===== src/rtl/sof_frame_tracker.sv =====
module sof_frame_tracker #(
  parameter int TIMEOUT_TICKS = 1010,
  parameter int FRAME_W       = 11
) (
  input  logic               clk,
  input  logic               rst_n,
  input  logic               sof_valid_i,
  input  logic [FRAME_W-1:0] sof_frame_i,
  input  logic               tick_i,
  input  logic               bus_reset_i,
  input  logic               cmd_wr_i,
  input  logic               cmd_gen_en_i,
  output logic [7:0]         frame_lo_o,
  output logic [7:0]         frame_hi_o,
  output logic               sof_pulse_o
);
  localparam int CNT_W = $clog2(TIMEOUT_TICKS + 1);
  localparam logic [CNT_W-1:0] LAST = CNT_W'(TIMEOUT_TICKS - 1);
  localparam logic [1:0] ST_BEFORE = 2'd0, ST_VALID = 2'd1, ST_LOST = 2'd2;

  logic [FRAME_W-1:0] frame_q;
  logic [1:0]         state_q;
  logic               gen_en_q;
  logic [CNT_W-1:0]   cnt_q;

  wire expire = tick_i && (cnt_q == LAST);

  always_ff @(posedge clk or negedge rst_n) begin
    if (!rst_n) gen_en_q <= 1'b0;
    else if (cmd_wr_i) gen_en_q <= cmd_gen_en_i;
  end

  always_ff @(posedge clk or negedge rst_n) begin
    if (!rst_n) begin
      frame_q     <= '0;
      state_q     <= ST_BEFORE;
      cnt_q       <= '0;
      sof_pulse_o <= 1'b0;
    end else begin
      sof_pulse_o <= 1'b0;
      if (bus_reset_i) begin
        frame_q <= '0;
        state_q <= ST_BEFORE;
        cnt_q   <= '0;
      end else if (sof_valid_i) begin
        frame_q <= sof_frame_i;
        state_q <= ST_VALID;
        cnt_q   <= '0;
      end else if (expire) begin
        cnt_q <= '0;
        if (gen_en_q) begin
          frame_q     <= frame_q + 1'b1;
          state_q     <= ST_BEFORE;
          sof_pulse_o <= 1'b1;
        end else begin
          state_q <= ST_LOST;
        end
      end else if (tick_i) begin
        cnt_q <= cnt_q + 1'b1;
      end
    end
  end

  assign frame_lo_o = {1'b0, frame_q[6:0]};
  assign frame_hi_o = {frame_q[10:7], 1'b0, gen_en_q, state_q};
endmodule


===== config.mk =====
export PLATFORM = sky130hd
export DESIGN_NAME = sof_frame_tracker
export DESIGN_NICKNAME = d
export VERILOG_FILES = /design/src/rtl/sof_frame_tracker.sv
export SDC_FILE = /design/constraint.sdc
export NUM_CORES = 1
export LEC_CHECK = 0
export BUFFER_PORTS_ARGS = -buffer_cell sky130_fd_sc_hd__buf_2
export CORE_MARGIN = 2
export CORE_UTILIZATION = 37
export CTS_CLUSTER_SIZE = 10
export DETAILED_ROUTE_END_ITERATION = 12
export MAX_ROUTING_LAYER = met4
export PLACE_DENSITY = 0.59
export SLEW_MARGIN = 20
export SYNTH_ARGS = -nofsm -noshare
export SYNTH_HDL_FRONTEND = slang
export SYNTH_SLANG_ARGS = --single-unit

===== constraint.sdc =====
create_clock -name clk -period 5.5 [get_ports clk]
set_input_delay 0.275 -clock clk [delete_from_list [all_inputs] [get_ports clk]]
set_output_delay 0.275 -clock clk [all_outputs]
set_load 0.005 [all_outputs]

### Word-level counts from Yosys, hierarchy flattened

Index checks and enable logic that the tools add are counted.
Widths: inputs -> output; s select.

* add/sub/neg operators: 2
* equality and inequality tests: 1
* mux-type cells: 16
* reduce and logical (&&, ||, !) cells: 5

Operator list (count)
* $mux 11: 4
* $mux 10: 4
* $add 11x1->11 const B: 1
* $add 10x1->10 const B: 1
* $eq 10x10->1 const B: 1
* $mux 2: 4
* $reduce_bool 3->1: 2
* $mux 1: 4
* $reduce_bool 4->1: 1
* $reduce_and 2->1: 1
* $logic_and 1x1->1: 1

* bits in registers: 25
* logic and storage cells: 29

### Longest topological paths before layout

* word-level depth: 5
* gate-level depth with buffers: 7
* mapped depth without buffers: 6

### Least setup slack after synthesis

Ideal clock, no wire load.

* kind: register to register
* from: register cnt_q[1]
* to: register frame_q[10]
* library setup time: 0.134 ns
* data arrival time: 1.652 ns
* data required time: 5.366 ns
* setup slack: 3.714 ns
* stages on the path, launching flop included: 8
* buffers on the path: 1
* path through: dfrtp_1 > inv_1 > ha_1 > nand4b_4 > or4_4 > buf_6 > o211ai_1 > o211ai_1

* word-level cells in the longest chain between the ends: 4

Ends and longest elaborated chain
* start, declared: line 24 `logic [CNT_W-1:0] cnt_q;`
* start signal, assigned: line 59 `cnt_q <= cnt_q + 1'b1;`
* $eq 10x10->1: line 26 `wire expire = tick_i && (cnt_q == LAST);`
* $logic_and 1x1->1: line 26
* $reduce_bool 3->1 (no source line)
* $reduce_and 2->1 (no source line)
* end signal, assigned: line 46 `frame_q <= sof_frame_i;`
* end signal, assigned: line 52 `frame_q <= frame_q + 1'b1;`
* end, declared: line 21 `logic [FRAME_W-1:0] frame_q;`

Every way passes these cells.
A chain may end at the register's enable or synchronous reset.

### Worst setup path after layout

* from: register cnt_q[1]
* to: register frame_q[8]

The elaborated chain is that of the path after synthesis.

==> impl_metrics.py <==
metrics = {
    "status": {
        "run_status": "finished, violations left",
        "violations": "negative hold slack",
    },
    "timing": {
        "max_slew_margin": 0.269,
        "final.min_clock_period_ps": 1990,
        "final.setup.worst_slack_ps": 3510,
        "maxSlewViolCount": 0,
        "clock.fmax_ghz": 0.503,
        "setup_viol": 0,
        "period_share": 0.362,
        "hold_slack_ps": -15.2,
        "tns_ps": 0,
        "worst_pin_slew_ps": 1090,
        "rsz0062_at_grt": "false",
        "hold_violations": 25,
        "finClkSkew_ps": 4.23,
    },
    "power_and_ir_drop": {
        "powerDensity_nw_per_um2": 214,
        "vdd_drop_max_v": 0.0000951,
        "seq_power_share": 0.554,
        "p_int_uw": 267,
        "p_comb_frac": 0.141,
        "p_leak_uw": 0.000740,
        "power.share.switching": 0.275,
        "clkPwrFrac": 0.305,
        "p_switching_uw": 101,
    },
    "yosys": {
        "synthMuxAreaShare": 0.0265,
        "synth_top_family_by_area": "simple AND/OR/NAND/NOR gates",
        "postSynth.asyncResetShare": 1.00,
        "seq_area_frac_synth": 0.415,
        "synth_xor_area_frac": 0.0406,
        "synth_compound_area_frac": 0.157,
        "synth_edf_count": 0,
        "synthCells": 158,
        "synth.avg_cell_area_sq_um": 9.55,
        "syn_area_sq_um": 1510,
        "yosys.area_share.simple": 0.274,
        "synth-seq-cells": 25,
        "synth_cell_type_count": 42,
        "yosys_warnings": 0,
        "yosys.area_share.adder": 0.0249,
        "synthFlopType": "dfrtp_1",
    },
    "placed_design": {
        "dpl.hpwl_microns": 2590,
        "port_buffers": 32,
        "place_ws_ps": 3520,
        "place_congestion": 0.876,
    },
    "finish": {
        "area_growth_pct": 13.9,
        "nets": 206,
        "antenna_cells": 0,
        "register_area_sq_um": 626,
        "fillers": 398,
        "multi_input_area_sq_um": 796,
        "drive_gt1_frac": 0.245,
    },
    "floorplan": {
        "fp-row-count": 23,
        "start_util": 0.380,
        "core_area_sq_um": 3970,
        "fp.dieArea_sq_um": 4600,
        "die_w_microns": 67.9,
        "num_io_pins": 35,
        "die_y_microns": 67.9,
    },
    "worst_setup_path": {
        "rr_startpoint": "cnt_q[1]",
        "r2r-end": "frame_q[8]",
        "crit_family": "simple AND/OR/NAND/NOR gates",
        "path_cells": "inv_1 -> ha_1 -> nand4b_4 -> nor4_4 -> nor2_4 -> a211o_1",
        "cp-start-kind": "register",
        "crit_fanout": 9,
        "crit_buf_inv": 1,
        "reg2reg_depth": 6,
        "r2r_setup_slack_ps": 3510,
        "end_kind": "register",
        "worstPathArrival_ps": 2150,
        "crit_type": "reg -> reg",
        "critPathSlowestCell": "nor4_4",
        "max_stage_delay_ps": 600,
        "crit_required_ps": 5670,
    },
    "clock_network": {
        "cts_setup_buffers": 0,
        "hold_buffers": 0,
        "clk_pin_slew_worst_paths_ps": 90,
        "htree_levels": 1,
        "cts.sinks": 25,
        "numCtsBuffers": 3,
        "clk_latency_ps": 270,
        "cts_tree": "built",
        "cts-root-buf": "clkbuf_8",
        "clock_path_buffers": 2,
        "cts-resized-gates": 0,
    },
    "grt": {
        "grt_antenna_before_repair": 0,
        "grt_pass1_vias": 1298,
        "grt_max_degree": 26,
        "grt_pass1_wl_microns": 6100,
        "gr-usage-all-layers": 0.182,
        "grt_overflow_total": 0,
    },
    "job": {
        "drv_cap": 0,
    },
    "detailed_routing": {
        "firstDrtPassIters": 4,
        "dr_total_vias": 1286,
        "vias_per_cell": 5.50,
        "wl_per_cell_microns": 15.6,
        "finalWirelength_microns": 3650,
        "drcViolationCount": 0,
        "ant_nets": 0,
        "drt_iter0_markers": 109,
    },
    "min_path": {
        "hp-class": "in -> async",
    },
}
## metal layers
layer / routed length, microns / global-route usage
met5: 0 / -
met4: 53 / 0.0725
met3: 157 / 0.0329
met2: 1740 / 0.273
met1: 1700 / 0.245
## kinds of logic after synthesis
group           count (synthesis)
flops                          25
fa+ha+maj                       3
simple gates                   68
xor+xnor                        7
compound gates                 32
other cells                     1
buf+inv                        19
mux                             3
## synthesized netlist by cell type (2+ instances only)
master    instances  area share
nor3b_1           4       0.020
a32oi_1           4       0.023
a211o_1           3       0.017
nand3b_1          2      0.0099
clkbuf_1          6       0.015
xnor2_1           6       0.035
o211ai_1         11       0.055
mux2_4            2       0.020
nand2_1          11       0.027
ha_1              3       0.025
and3_1            3       0.012
nor2_1           13       0.032
a21oi_1           6       0.020
nand3_1           8       0.027
o21ai_0           2      0.0066
nand4_1           6       0.025
or3_1             6       0.025
nor3_1            5       0.017
dfrtp_1          25        0.41
inv_1             8       0.020
buf_4             3       0.015
## power by group through the flow
stage                     registers (uW)  logic [uW]  clock network, uW
after floorplan                      206        29.0                  0
after global placement               207        51.1                  0
after detailed placement             208        52.8                  0
after global routing                 206        58.6                128
after CTS                            204        53.1                113
final                                204        51.9                112
## layout make-up
cell class                 count  share of cell area
multi-input combinational    115               0.463
sequential                    25               0.364
timing repair buffer          32              0.0932
tap                           50              0.0364
clock buffer                   4              0.0262
inverter                       8              0.0175
## cell usage in the layout (no fill, tap or decap), drive strengths merged, types with 2 or more instances in the layout
cell / count
nor3b: 4
or3: 6
a211o: 3
ha: 3
a21oi: 6
xnor2: 6
and3: 3
inv: 8
nand3: 8
nor2: 14
nand2: 11
a32oi: 4
o21ai: 2
dfrtp: 25
nand4: 6
nor3: 5
o211ai: 11
clkbuf: 4
nand4b: 2
nand3b: 2
mux2: 2
buf: 32
conb: 2
## per-stage QoR
| stage | utilization | hold WS [ps] | power (uW) | instance area, sq um | cells |
|---|---|---|---|---|---|
| final | 0.433 | -15.2 | 368 | 1720 | 234 |
| after global routing | 0.433 | 14.4 | 393 | 1720 | 234 |
| after CTS | 0.433 | 14.1 | 370 | 1720 | 234 |
| after detailed placement | 0.422 | 310 | 260 | 1670 | 230 |
| after global placement | 0.422 | 300 | 258 | 1670 | 230 |
| after floorplan | - | -20.6 | 235 | 1510 | 159 |
## worst max path at each step
stage | startpoint | cells after the start | slack [ps] | endpoint
after floorplan | cnt_q[1] | 7 | 3710 | frame_q[10]
after global placement | cnt_q[1] | 6 | 3580 | frame_q[0]
after detailed placement | cnt_q[1] | 6 | 3520 | frame_q[0]
after CTS | cnt_q[1] | 6 | 3500 | frame_q[8]
after global routing | cnt_q[1] | 6 | 3380 | frame_q[8]
final | cnt_q[1] | 6 | 3510 | frame_q[8]
## sequential cells by signal (all words and copies together) (netlist names)
name,flops
sof_pulse_o,1
gen_en_q,1
cnt_q,10
frame_q,11
state_q,2
No activity file was read; power rests on OpenSTA's default activity.
